--- src/rtl/tcode_rx_pkg.sv ---
package tcode_rx_pkg;

  // Which stream the next rising edge on the line belongs to.
  typedef enum logic {
    PH_REF  = 1'b0,
    PH_DATA = 1'b1
  } phase_e;

  // Width used for interval arithmetic inside the converters.
  localparam int unsigned XW = 32;

endpackage

--- src/rtl/tcr_split.sv ---
module tcr_split
  import tcode_rx_pkg::*;
(
  input  logic clk,
  input  logic rst_n,
  input  logic line_i,
  input  logic resync_i,
  output logic ref_rise_o,
  output logic dat_rise_o,
  output logic dat_fall_o
);

  logic   line_q;
  phase_e phase_q, phase_d;
  logic   rise, fall;

  always_comb begin
    rise = line_i & ~line_q;
    fall = ~line_i & line_q;
    // At a window close any rising edge is forced onto the reference path.
    ref_rise_o = rise & ((phase_q == PH_REF) | resync_i);
    dat_rise_o = rise & (phase_q == PH_DATA) & ~resync_i;
    // After a data rise the selector flips back, so a data fall sees PH_REF.
    dat_fall_o = fall & (phase_q == PH_REF);
  end

  always_comb begin
    phase_d = phase_q;
    if (ref_rise_o)      phase_d = PH_DATA;
    else if (dat_rise_o) phase_d = PH_REF;
    else if (resync_i)   phase_d = PH_REF;
  end

  always_ff @(posedge clk or negedge rst_n) begin
    if (!rst_n) begin
      line_q  <= 1'b0;
      phase_q <= PH_REF;
    end else begin
      line_q  <= line_i;
      phase_q <= phase_d;
    end
  end

endmodule

--- src/rtl/tcr_timer.sv ---
module tcr_timer #(
  parameter int WINDOW = 40,
  localparam int CNT_W = $clog2(WINDOW + 1)
) (
  input  logic             clk,
  input  logic             rst_n,
  input  logic             ref_rise_i,
  input  logic             dat_rise_i,
  input  logic             dat_fall_i,
  output logic             close_o,
  output logic             good_o,
  output logic             busy_o,
  output logic [CNT_W-1:0] cnt_o,
  output logic [CNT_W-1:0] rise_t_o,
  output logic [CNT_W-1:0] fall_t_o
);

  localparam logic [CNT_W-1:0] WIN_L = CNT_W'(WINDOW);
  localparam logic [CNT_W-1:0] ONE_L = CNT_W'(1);

  logic             busy_q, busy_d;
  logic [CNT_W-1:0] cnt_q, cnt_d;
  logic             got_r_q, got_r_d, got_f_q, got_f_d;
  logic [CNT_W-1:0] rt_q, rt_d, ft_q, ft_d;
  logic             start, live, take_r, take_f, en;

  always_comb begin
    close_o = busy_q && (cnt_q == WIN_L);
    start   = ref_rise_i && (!busy_q || close_o);
    live    = busy_q && !close_o;
    take_r  = live && dat_rise_i && !got_r_q;
    take_f  = live && dat_fall_i && got_r_q && !got_f_q;
    en      = start | busy_q;

    busy_d  = busy_q;
    cnt_d   = cnt_q;
    got_r_d = got_r_q;
    got_f_d = got_f_q;
    rt_d    = rt_q;
    ft_d    = ft_q;

    if (start) begin
      busy_d  = 1'b1;
      cnt_d   = ONE_L;
      got_r_d = 1'b0;
      got_f_d = 1'b0;
    end else begin
      if (close_o) busy_d = 1'b0;
      if (live)    cnt_d  = cnt_q + ONE_L;
      if (take_r) begin
        got_r_d = 1'b1;
        rt_d    = cnt_q;
      end
      if (take_f) begin
        got_f_d = 1'b1;
        ft_d    = cnt_q;
      end
    end
  end

  always_ff @(posedge clk or negedge rst_n) begin
    if (!rst_n) begin
      busy_q  <= 1'b0;
      cnt_q   <= '0;
      got_r_q <= 1'b0;
      got_f_q <= 1'b0;
      rt_q    <= '0;
      ft_q    <= '0;
    end else if (en) begin
      busy_q  <= busy_d;
      cnt_q   <= cnt_d;
      got_r_q <= got_r_d;
      got_f_q <= got_f_d;
      rt_q    <= rt_d;
      ft_q    <= ft_d;
    end
  end

  assign good_o   = got_r_q && got_f_q;
  assign busy_o   = busy_q;
  assign cnt_o    = cnt_q;
  assign rise_t_o = rt_q;
  assign fall_t_o = ft_q;

endmodule

--- src/rtl/tcr_coarse.sv ---
module tcr_coarse
  import tcode_rx_pkg::*;
#(
  parameter int CW  = 2,
  parameter int K   = 4,
  parameter int OFS = 4
) (
  input  logic [XW-1:0] t_i,
  output logic [CW-1:0] code_o,
  output logic [XW-1:0] origin_o,
  output logic          below_o
);

  localparam int NT = 1 << CW;

  logic [NT-1:0] hit;

  // One comparator per tap; tap i sits at OFS + i*K ticks.
  for (genvar i = 0; i < NT; i++) begin : g_tap
    localparam logic [XW-1:0] TAP_V = XW'(OFS + i * K);
    assign hit[i] = (t_i >= TAP_V);
  end

  // Thermometer count of taps passed beyond the first one.
  always_comb begin
    code_o = '0;
    for (int j = 1; j < NT; j++) begin
      if (hit[j]) code_o = code_o + CW'(1);
    end
    below_o  = ~hit[0];
    origin_o = XW'(OFS) + XW'(code_o) * XW'(K);
  end

endmodule

--- src/rtl/tcr_fine.sv ---
module tcr_fine
  import tcode_rx_pkg::*;
#(
  parameter int FW = 2
) (
  input  logic [XW-1:0] t_i,
  input  logic [XW-1:0] origin_i,
  input  logic          below_i,
  output logic [FW-1:0] code_o
);

  localparam int            FMAX   = (1 << FW) - 1;
  localparam logic [XW-1:0] FMAX_X = XW'(FMAX);

  logic [XW-1:0] resid;

  always_comb begin
    resid = t_i - origin_i;
    if (below_i)             code_o = '0;
    else if (resid > FMAX_X) code_o = FW'(FMAX);
    else                     code_o = resid[FW-1:0];
  end

endmodule

--- src/rtl/tcode_rx.sv ---
module tcode_rx
  import tcode_rx_pkg::*;
#(
  parameter int CW       = 2,
  parameter int FW       = 2,
  parameter int K        = 4,
  parameter int RISE_OFS = 4,
  parameter int FALL_OFS = 24,
  parameter int WINDOW   = 40
) (
  input  logic          clk,
  input  logic          rst_n,
  input  logic          line_i,
  output logic          valid_o,
  output logic          err_o,
  output logic [CW-1:0] a_o,
  output logic [FW-1:0] b_o,
  output logic [CW-1:0] c_o,
  output logic [FW-1:0] d_o
);

  localparam int CNT_W = $clog2(WINDOW + 1);
  localparam int NCONV = 2;

  // Reset: asserted at once, released on the clock.
  logic [1:0] rst_pipe;
  logic       rst_sync_n;

  always_ff @(posedge clk or negedge rst_n) begin
    if (!rst_n) rst_pipe <= 2'b00;
    else        rst_pipe <= {rst_pipe[0], 1'b1};
  end
  assign rst_sync_n = rst_pipe[1];

  logic             ref_rise, dat_rise, dat_fall;
  logic             close, good, busy;
  logic [CNT_W-1:0] cnt, rise_t, fall_t;

  tcr_split i_split (
    .clk        (clk),
    .rst_n      (rst_sync_n),
    .line_i     (line_i),
    .resync_i   (close),
    .ref_rise_o (ref_rise),
    .dat_rise_o (dat_rise),
    .dat_fall_o (dat_fall)
  );

  tcr_timer #(.WINDOW(WINDOW)) i_timer (
    .clk        (clk),
    .rst_n      (rst_sync_n),
    .ref_rise_i (ref_rise),
    .dat_rise_i (dat_rise),
    .dat_fall_i (dat_fall),
    .close_o    (close),
    .good_o     (good),
    .busy_o     (busy),
    .cnt_o      (cnt),
    .rise_t_o   (rise_t),
    .fall_t_o   (fall_t)
  );

  // Two edge converters, each a coarse stage followed by a fine stage.
  logic [XW-1:0] ivl    [NCONV];
  logic [CW-1:0] ccode  [NCONV];
  logic [FW-1:0] fcode  [NCONV];
  logic [XW-1:0] origin [NCONV];
  logic          below  [NCONV];

  assign ivl[0] = XW'(rise_t);
  assign ivl[1] = XW'(fall_t);

  for (genvar e = 0; e < NCONV; e++) begin : g_edge
    localparam int OFS_E = (e == 0) ? RISE_OFS : FALL_OFS;

    tcr_coarse #(.CW(CW), .K(K), .OFS(OFS_E)) i_coarse (
      .t_i      (ivl[e]),
      .code_o   (ccode[e]),
      .origin_o (origin[e]),
      .below_o  (below[e])
    );

    tcr_fine #(.FW(FW)) i_fine (
      .t_i      (ivl[e]),
      .origin_i (origin[e]),
      .below_i  (below[e]),
      .code_o   (fcode[e])
    );
  end

  // Result stage.
  logic          load;
  logic          valid_d, err_d;
  logic [CW-1:0] a_d, c_d;
  logic [FW-1:0] b_d, d_d;

  always_comb begin
    load    = close & good;
    valid_d = load;
    err_d   = close & ~good;
    a_d     = load ? ccode[0] : a_o;
    b_d     = load ? fcode[0] : b_o;
    c_d     = load ? ccode[1] : c_o;
    d_d     = load ? fcode[1] : d_o;
  end

  always_ff @(posedge clk or negedge rst_sync_n) begin
    if (!rst_sync_n) begin
      valid_o <= 1'b0;
      err_o   <= 1'b0;
      a_o     <= '0;
      b_o     <= '0;
      c_o     <= '0;
      d_o     <= '0;
    end else begin
      valid_o <= valid_d;
      err_o   <= err_d;
      a_o     <= a_d;
      b_o     <= b_d;
      c_o     <= c_d;
      d_o     <= d_d;
    end
  end

endmodule

--- config.mk ---
export PLATFORM = sky130hd
export DESIGN_NAME = tcode_rx
export DESIGN_NICKNAME = d
export VERILOG_FILES = /design/src/rtl/tcode_rx_pkg.sv /design/src/rtl/tcr_split.sv /design/src/rtl/tcr_timer.sv /design/src/rtl/tcr_coarse.sv /design/src/rtl/tcr_fine.sv /design/src/rtl/tcode_rx.sv
export SDC_FILE = /design/constraint.sdc
export NUM_CORES = 1
export LEC_CHECK = 0
export ABC_CLOCK_PERIOD_IN_PS = 1300
export BUFFER_PORTS_ARGS = -buffer_cell sky130_fd_sc_hd__buf_2
export CORE_MARGIN = 10
export CORE_UTILIZATION = 60
export DETAILED_ROUTE_END_ITERATION = 6
export PLACE_DENSITY = 0.77
export SYNTH_ARGS = -nofsm -noshare
export SYNTH_HDL_FRONTEND = slang
export SYNTH_HIERARCHICAL = 1
export SYNTH_SLANG_ARGS = --single-unit
--- constraint.sdc ---
create_clock -name clk -period 1.3 [get_ports clk]
set_input_delay 0 -clock clk [delete_from_list [all_inputs] [get_ports clk]]
set_output_delay 0 -clock clk [all_outputs]
set_load 0.05 [all_outputs]
-- Yosys cells after proc, flatten, opt, wreduce, memory -nomap -nowiden
Cells that the tools add are included.
- $add $sub $neg: 9
- multiplexer cells: 20
- bitwise logic cells: 16
- magnitude comparators: 10
- reduce and logical (&&, ||, !) cells: 25
- equal/unequal tests: 1
- operator list (operator ; count):
    > comparator 32 x 2 -> 1 bit, second input constant ; 2
    >= comparator 6 x 5 -> 1 bit, second input constant ; 3
    two-way mux 2 bit ; 8
    >= comparator 6 x 4 -> 1 bit, second input constant ; 2
    >= comparator 6 bit, second input constant ; 2
    two-way mux 6 bit ; 2
    two-way mux 1 bit ; 10
    logical AND 1 bit ; 9
    AND 1 bit ; 8
    AND reduction 2 bit ; 4
    nonzero test 2 bit ; 4
    subtractor 6 x 5 -> 7 bit ; 1
    subtractor 6 x 6 -> 7 bit ; 1
    adder 5 x 4 -> 6 bit, first input constant ; 1
    adder 6 x 1 -> 6 bit, second input constant ; 1
    == test 6 bit, second input constant ; 1
    >= comparator 6 x 3 -> 1 bit, second input constant ; 1
    NOT 1 bit ; 6
    AND reduction 3 bit ; 2
    adder 3 x 4 -> 5 bit, first input constant ; 1
    adder 1 x 1 -> 2 bit, second input constant ; 2
    adder 2 x 1 -> 2 bit, second input constant ; 2
    zero test 1 bit ; 4
    nonzero test 3 bit ; 1
    2 further kinds ; 3
- register bits: 35
- word-level logic and storage cells: 96

-- Logic depth before layout (Yosys ltp)
Gate-level depths: netlist of run 1.
- depth in word-level cells: 11
- mapped depth: 21
- mapped depth without buffers: 20

-- Cells and area by module
Netlist of run 1, hierarchy kept.
- by module, submodules not included (module ; area an instance (um2) ; cells an instance ; seq. area each (um2) ; times used):
    tcr_fine (g_edge[0].i_fine) ; 2382.3 ; 364 ; 0.0 ; 1
    tcr_fine (g_edge[1].i_fine) ; 2234.6 ; 344 ; 0.0 ; 1
    tcr_timer ; 978.4 ; 73 ; 525.5 ; 1
    tcr_coarse (g_edge[0].i_coarse) ; 452.9 ; 57 ; 0.0 ; 1
    tcr_coarse (g_edge[1].i_coarse) ; 430.4 ; 58 ; 0.0 ; 1
    tcode_rx ; 421.7 ; 25 ; 300.3 ; 1
    tcr_split ; 111.4 ; 8 ; 50.0 ; 1

-- Worst setup path after synthesis of run 1
OpenSTA, ideal clock, no wires.
- path type: register -> register
- from: register i_timer.rt_q[5] (netlist: i_timer/rise_t_o[5])
- to: register b_o[0]
- buffers on the path: 2
- library setup time: 0.125 ns
- cell stages (with the launch flop): 22
- data arrival time: 4.230 ns
- period minus slack after synthesis: 4.355 ns
- slack: -3.055 ns
- data required time: 1.175 ns
- cell sequence: dfrtp_1 nor4_2 nand4_2 nor3_4 nand2_1 ha_1 buf_1 nand2_1 mux2i_1 inv_1 ha_1 buf_2 o211ai_2 a21oi_2 o311ai_0 a221oi_2 o2111ai_1 nor4_2 nand4_1 nor4_2 a41oi_1 mux2_2
- RTL lines (item ; RTL line ; RTL):
    start, declared ; tcr_timer.sv:24 ; logic [CNT_W-1:0] rt_q, rt_d, ft_q, ft_d;
    start signal, assigned ; tcr_timer.sv:74 ; rt_q <= rt_d;
    end signal, assigned ; tcode_rx.sv:112 ; b_o <= '0;
    end signal, assigned ; tcode_rx.sv:119 ; b_o <= b_d;
    end, declared ; tcode_rx.sv:17 ; output logic [FW-1:0] b_o,

==> results.md, run 1 <==
- Status: finished with violations
- Failing checks: setup timing
- CP Cell Sequence: nor4_2 -> nand4_2 -> buf_4 -> nor4_4 -> inv_2 -> ha_4 -> nand2_2 -> mux2i_1 -> inv_1 -> ha_4 -> o211ai_4 -> a21oi_4 -> o311ai_1 -> a221oi_2 -> o2111ai_2 -> nor4_2 -> nand4_1 -> nor4_2 -> a41oi_1 -> mux2_4
- Critical path's slowest cell: dfrtp_1
- Die Ht: 128 um
- Number of CTS-inserted buffers: 5
- Seq/Total Area, Yosys: 12.5%
- Initial antenna violation count: 0
- Pins Over Slew Limit: 0
- Clock Pin Slew Worst Setup and Hold Paths: 0.06 ns
- Initial Util: 61.4%
- Tcrit/Tclk final: 340%
- Antenna viol nets, final: 0
- Fin crit period: 4.42 ns
- Worst reg2reg path startpoint: i_timer/rise_t_o[5]
- R2R Path End: b_o[0]
- Post-synth EDFFs: 0
- R2R Setup Slk: -3.12 ns
- Synthesized area: 0.00701 mm^2
- Area contributors post-synth: dfrtp_1, ha_1, buf_4
- Synth unique cells: 98
- P&R area growth vs syn: 23.6%
- Vias per cell: 5.84
- Power Dens Cells: 1080 mW/mm^2
- Dominant cell type by area after synthesis: dfrtp_1
- Setup ws final: -3.12 ns
- Top achievable clock speed: 0.226 GHz
- Overall power: 9.39 mW
- Total gr overflow: 0
- Fill cell count: 805
- Final Wtd Congestion: 0.938
- Ys flop type: dfrtp_1
- Largest delay share family, worst path: simple AND/OR/NAND/NOR gates
- Crit. End Element: flop
- Mean routed wirelength per cell: 16.2 um
- Max Fanout on Critical Path: 8
- GR Util All Layers: 21.7%
- Peak VDD IR: 1.45 mV
- Via count: 7319
- Worst slack, placed: -3.24 ns
- H-tree Lvls: 2
- Number of I/O port buffers: 12
- Iter 0 DRT Violations: 711
- Core area: 0.0114 mm^2
- Worst rel slew slack: 52.0%
- Least-Margin Pin Slew: 0.711 ns
- Final Skew: 0.00595 ns
- Synth Area per Inst: 7.55 um^2
- Fin cells: 1254
- Fin util: 75.9%
- Die area: 0.0164 mm^2
- Cell mode on critical path: nor4_2
- Die W: 128 um
- Commonest non-fill, non-tap cell in the layout: conb_1
- Setup_tns: -27.79 ns
- DRC: 0
- Final hold vios: 0
- Num rows: 39
- Max clock buf depth: 2
- Num Clock Sinks: 35
- RSZ-0062 raised after global routing: true
- Number of global-route vias before repair: 6789
- Slowest Stage Delay on Critical Path: 0.39 ns
- Dpl hpwl: 13.4 mm
- Asr flop ratio synth: 100%
- Largest net degree at the start of global routing: 22
- # nets final: 1185
- Worst Path Required: 1.46 ns
- Placed Cells: 1228
- Ports: 13
- Share of the synthesized area in the top cell type: 12.5%
- CP Launch Type: flop
- Most frequent cells in the layout: conb_1, inv_1, buf_4
- Syn Inst Count: 929
- Routed WL: 20.3 mm
- Yosys reg bits: 35
- Latest clock arrival within the worst-skew pair: 0.28 ns
- Clock tree from TritonCTS: yes
- Leak pwr: 4.26 nW
- Min-Delay Path Class: input pin to asynchronous set/reset pin
- Share of layout cells above drive strength 1: 22.9%
- ANT cells: 0
- Clk Tree Root Cell: clkbuf_16
- Crit path arrival time: 4.58 ns
- R2R depth: 20
- Drt pass-1 iters: 5
- Max-Cap Viols: 0
- Crit path kind: flop to flop
- Final setup fails: 32
- Worst path bufs/invs: 3
- Global-route wire length before repair: 30.9 mm
- Yosys warns: 6
==> worst max-delay path by stage <==
stage                        start  slack, ns  cells past startpoint      to
2_1_floorplan  i_timer/rise_t_o[3]      -2.51                     18  b_o[0]
3_3_place_gp   i_timer/rise_t_o[5]      -3.02                     19  b_o[0]
3_5_place_dp   i_timer/rise_t_o[5]      -3.24                     19  b_o[0]
4_1_cts        i_timer/rise_t_o[5]      -2.96                     18  b_o[0]
5_1_grt        i_timer/rise_t_o[5]      -3.39                     20  b_o[0]
6_report       i_timer/rise_t_o[5]      -3.12                     20  b_o[0]
==> worst reg2reg max path, cell delays in order, from the launching register on <==
cell and delay, ns:
dfrtp_1 0.39, nor4_2 0.17, nand4_2 0.18, buf_4 0.18
nor4_4 0.18, inv_2 0.09, ha_4 0.31, nand2_2 0.05
mux2i_1 0.17, inv_1 0.11, ha_4 0.34, o211ai_4 0.10
a21oi_4 0.23, o311ai_1 0.15, a221oi_2 0.28, o2111ai_2 0.19
nor4_2 0.30, nand4_1 0.14, nor4_2 0.28, a41oi_1 0.17
mux2_4 0.29
==> metal layers <==
| metal | track usage [%] | vias to the layer above | part of all wire, % |
|---|---|---|---|
| met5 | 0 | - | 0 |
| met4 | 5.43 | 0 | 3.4 |
| met3 | 2.23 | 66 | 4.8 |
| met2 | 39.4 | 310 | 50 |
| met1 | 26.6 | 3396 | 41 |
| li1 | - | 3547 | - |
==> kinds of logic after synthesis <==
family / after synthesis / synth area share, %
other: 4 / 0.214
flip-flops: 35 / 12.5
adder cells (fa/ha/maj): 72 / 13.1
AO/OA/AOI/OAI: 277 / 28.0
multiplexers: 35 / 5.46
buffers and inverters: 196 / 14.6
AND/OR/NAND/NOR: 288 / 23.3
XOR/XNOR: 22 / 2.86
==> cell type report <==
cell class	count	area (um^2)	area share [%]
multi-input combinational	856	6180	71.3
inverter	96	365	4.22
sequential	35	878	10.1
tap	143	179	2.07
timing repair buffer	116	922	10.6
clock inverter	2	12.5	0.144
clock buffer	6	129	1.49
==> per-stage QoR <==
step | hold WS (ns) | instance area (um^2)
5_1_grt | 0.0653 | 8660
6_report | 0.0454 | 8660
4_1_cts | 0.0287 | 8430
3_3_place_gp | -0.216 | 8020
3_5_place_dp | -0.214 | 8020
2_1_floorplan | -0.296 | 7790
==> synth_stat cells (all sizes together) (4+ instances only) <==
master   count
o211ai      11
or3         12
xor2        12
and3         9
o21bai       6
nor4        22
nand2b      10
inv         96
a21boi       4
clkbuf      18
ha          70
conb         4
a221oi       4
nor2        48
o21a        14
mux2        23
o2111ai      5
nor2b       10
a21o        22
nor3        22
a21oi       78
and2        10
a31oi       16
nand4       25
buf         82
a311oi       4
or4          8
xnor2       10
o311ai       7
mux2i       12
a211oi       9
nand2       78
a211o        5
nand3       16
o31ai        8
o22ai        6
dfrtp       35
o21ai       44
==> what timing repair did <==
action                                  in CTS  in global routing
pin swaps                                   29                 23
hold buffers                                 2                  0
gates cloned                                 0                  0
buffers inserted                            10                 10
gates resized for setup                     40                 42
endpoints found under the setup margin      32                 32
hold endpoints to repair                     3                  0
==> state kept, by name, indices dropped and copies added (netlist names), 2 cells and up <==
register          flops
c_o                   2
rst_pipe              2
d_o                   2
a_o                   2
i_timer/rise_t_o      6
b_o                   2
i_timer/fall_t_o      6
i_timer/cnt_o         6
==> report_power, final <==
| part | leakage (nW) | switching (mW) | internal (mW) | total [mW] |
|---|---|---|---|---|
| combinational | 3.80 | 3.40 | 3.06 | 6.47 |
| clock | 0.0669 | 0.471 | 0.707 | 1.18 |
| sequential | 0.398 | 0.328 | 1.41 | 1.74 |
| total | 4.26 | 4.20 | 5.18 | 9.39 |
No activity file was read; power rests on OpenSTA's default activity.
==> run 2: changes to the inputs <==
- CELL_PAD_IN_SITES_DETAIL_PLACEMENT: default -> 1
- CELL_PAD_IN_SITES_GLOBAL_PLACEMENT: default -> 1
- CORE_UTILIZATION: 60 -> 48
- PLACE_DENSITY: 0.77 -> default
- PLACE_DENSITY_LB_ADDON: default -> 0.1
- SYNTH_HIERARCHICAL: 1 -> default
==> results.md, run 2 <==
- Area contributors post-synth: dfrtp_1, ha_1, mux2_2
- Stopped at: 4_1_cts
- Synth unique cells: 39
- Ys flop type: dfrtp_1
- Number of CTS-inserted buffers: 5
- Syn Inst Count: 181
- Max clock buf depth: 2
- Post-synth EDFFs: 0
- Synthesized area: 0.00202 mm^2
- Yosys warns: 0
- Yosys reg bits: 35
- Cts hold-fix bufs: 2
- Setup bufs post-CTS: 18
- Clk Tree Root Cell: clkbuf_8
- Synth Net Count: 204
- Seq/Total Area, Yosys: 43.4%
- Die Ht: 84.9 um
- Synth cell count leaders: dfrtp_1, inv_1, ha_1
- Asr flop ratio synth: 100%
- Status: aborted with a tool error
- Num rows: 23
- Synth Area per Inst: 11.2 um^2
- Share of the synthesized area in the top cell type: 43.4%
- Ports: 13
- Final Wtd Congestion: 0.811
- Cell with the most instances after synthesis: dfrtp_1
- Number of I/O port buffers: 12
- Err: [ERROR DPL-0033] detailed placement checks failed during check placement.
- Initial Util: 50.1%
- Dominant cell type by area after synthesis: dfrtp_1
- Num Clock Sinks: 35
- Resize count post-CTS: 44
- Dpl hpwl: 4.34 mm
- H-tree Lvls: 2
- Die W: 84.9 um
## run 2: changes by cell type after synthesis, moves of 23 or more
cell	before	now
nand4_1	23	0
nand2_1	77	8
a21oi_1	69	4
buf_4	61	2
o21ai_0	37	4
ha_1	70	20
nor2_1	47	9
inv_1	96	24
## run 2: through the flow
stage | setup TNS [ns] | cells | instance area, um^2 | worst slack, ns | hold slack (ns)
2_1_floorplan | -8.96 | 181 | 2070 | -1.10 | -0.296
3_3_place_gp | -10.34 | 291 | 2570 | -1.13 | -0.217
3_5_place_dp | -13.40 | 291 | 2570 | -1.30 | -0.212
## run 2: kinds of logic after synthesis
| family | synth area share [%] |
|---|---|
| and+or+nand+nor | 12.3 |
| buffers and inverters | 5.76 |
| xor gates and xnor gates | 3.47 |
| muxes | 11.5 |
| adders and majority gates | 12.4 |
| AOI/OAI and AO/OA | 11.0 |
| DFF | 43.4 |
| other | 0.186 |
==> run 3: changes to the inputs <==
- CELL_PAD_IN_SITES_DETAIL_PLACEMENT: 1 -> default
- CELL_PAD_IN_SITES_GLOBAL_PLACEMENT: 1 -> default
- CORE_UTILIZATION: 48 -> 40
- PLACE_DENSITY_LB_ADDON: 0.1 -> 0.15
==> results.md, run 3 <==
- Status: finished with violations
- Failing checks: setup timing
- Via count: 1671
- Share of layout cells above drive strength 1: 60.6%
- Global-route wire length before repair: 8.18 mm
- Finished Cell Area: 0.00326 mm^2
- DRC: 0
- Setup ws final: -1.14 ns
- Dpl hpwl: 3.46 mm
- Worst Path Required: 1.51 ns
- Yosys reg bits: 35
- Asr flop ratio synth: 100%
- Num Clock Sinks: 35
- Fin crit period: 2.44 ns
- Cell mode on critical path: ha_4
- Clock Pin Slew Worst Setup and Hold Paths: 0.07 ns
- P&R area growth vs syn: 61.6%
- Commonest non-fill, non-tap cell in the layout: buf_4
- Worst path bufs/invs: 2
- Initial Util: 41.9%
- GR Util All Layers: 12.0%
- Vias per cell: 4.97
- Xor-xnor portion of the synthesized cell area: 3.47%
- Largest family of logic cells by synthesized area: adder cells
- Max-Cap Viols: 0
- Worst slack, placed: -1.28 ns
- Hold slack final: 0.0185 ns
- Crit path arrival time: 2.65 ns
- Initial antenna violation count: 0
- Routed WL: 5.11 mm
- Ports: 13
- Mean routed wirelength per cell: 15.2 um
- Placed Cells: 309
- Slowest Stage Delay on Critical Path: 0.41 ns
- Die area: 0.00829 mm^2
- R2R Setup Slk: -1.14 ns
- Largest net degree at the start of global routing: 34
- Latest clock arrival within the worst-skew pair: 0.29 ns
- Drt pass-1 iters: 4
- R2R depth: 12
- Synth Area per Inst: 11.2 um^2
- Final setup fails: 31
- Num rows: 25
- Final Wtd Congestion: 0.819
- Post-synth EDFFs: 0
- Min-Delay Path Class: input pin to asynchronous set/reset pin
- Number of I/O port buffers: 12
- R2R Path End: d_o[1]
- Synth unique cells: 39
- Compound-Gate Fraction of Synth Area: 11.0%
- Worst reg2reg path startpoint: i_timer.fall_t_o[5]
- Ys flop type: dfrtp_1
- Most frequent cells in the layout: buf_4, dfrtp_1, inv_1
- Synth Net Count: 204
- Final Skew: 0.00589 ns
- Pins Over Slew Limit: 0
- Synth Area in Adders: 12.4%
- Clk Tree Root Cell: clkbuf_8
- H-tree Lvls: 2
- Fill cell count: 369
- Dominant cell type by area after synthesis: dfrtp_1
- ANT cells: 0
- Fin cells: 336
- Max Fanout on Critical Path: 4
- Crit. End Element: flop
- Antenna viol nets, final: 0
- Cell with the most instances after synthesis: dfrtp_1
- # nets final: 291
- Critical path's slowest cell: dfrtp_1
- Yosys warns: 0
- Area contributors post-synth: dfrtp_1, ha_1, mux2_2
- Final hold vios: 0
- Synthesized area: 0.00202 mm^2
- Number of CTS-inserted buffers: 5
- Crit path kind: flop to flop
- Syn Inst Count: 181
- RSZ-0062 raised after global routing: true
- Multiplexer share of the synthesized area: 11.5%
- Die Ht: 91.1 um
- Number of global-route vias before repair: 1812
- Largest delay share family, worst path: compound AO/OA/AOI/OAI gates
- Iter 0 DRT Violations: 34
- Post-synthesis simple-gate area fraction: 12.3%
- Share of the synthesized area in the top cell type: 43.4%
- CP Cell Sequence: buf_6 -> ha_4 -> o21a_1 -> nor2_4 -> mux2i_2 -> ha_2 -> inv_2 -> ha_4 -> o221ai_4 -> o31ai_4 -> o2111a_1 -> a31oi_1
- Seq/Total Area, Yosys: 43.4%
- Tcrit/Tclk final: 188%
- Max clock buf depth: 2
- CP Launch Type: flop
- Placement Cell Area: 0.00259 mm^2
- Clock tree from TritonCTS: yes
- Total gr overflow: 0
- Die W: 91.1 um
- Core area: 0.00482 mm^2
- Top achievable clock speed: 0.410 GHz
- Synth cell count leaders: dfrtp_1, inv_1, ha_1
==> run 3: final cells by class <==
type,instances,area [um^2],share of cell area [%]
tap,67,83.8,2.57
inverter,24,92.6,2.84
sequential,35,880,27.0
multi-input combinational,119,1440,44.0
clock buffer,8,100,3.07
timing repair buffer,83,672,20.6
==> run 3: logic make-up after synthesis <==
group | Yosys count
buf+inv | 27
compound gates | 29
mux | 21
fa+ha+maj | 20
other cells | 1
xor+xnor | 8
flops | 35
simple gates | 40
==> run 3: per-stage QoR <==
stage | setup TNS, ns | util [%]
4_1_cts | -10.77 | 61.6
3_5_place_dp | -11.30 | 53.9
6_report | -11.88 | 67.7
3_3_place_gp | -10.37 | 53.9
5_1_grt | -14.54 | 67.7
2_1_floorplan | -8.96 | -
==> run 3: worst max-delay path by stage <==
stage / from / to / slack (ns) / depth (start not counted)
2_1_floorplan: i_timer.fall_t_o[5] / d_o[0] / -1.10 / 11
3_3_place_gp: i_timer.fall_t_o[4] / d_o[1] / -1.17 / 10
3_5_place_dp: i_timer.fall_t_o[4] / d_o[0] / -1.28 / 11
4_1_cts: i_timer.fall_t_o[5] / d_o[1] / -1.15 / 11
5_1_grt: i_timer.fall_t_o[5] / d_o[1] / -1.29 / 12
6_report: i_timer.fall_t_o[5] / d_o[1] / -1.14 / 12
==> run 3: repair_timing <==
item                                    in CTS  in global routing
gates cloned                                 1                  0
setup buffers                               11                  7
hold buffers                                 2                  0
hold endpoints to repair                     3                  0
endpoints found under the setup margin      31                 32
pin swaps                                   19                 26
gates resized for setup                     27                 48
==> run 3: layer usage <==
| layer | wire length (um) | up-vias | GRT usage, % | share of wire, % |
|---|---|---|---|---|
| li1 | - | 807 | - | - |
| met4 | 132 | 0 | 5.48 | 2.6 |
| met1 | 1990 | 826 | 12.2 | 39 |
| met5 | 0 | - | 0 | 0 |
| met2 | 2790 | 27 | 21.8 | 55 |
| met3 | 194 | 11 | 4.12 | 3.8 |
Power of run 3 is left out: the tool's default activity adds up to more than one toggle a clock period on the data nets, which glitch-free logic cannot reach.
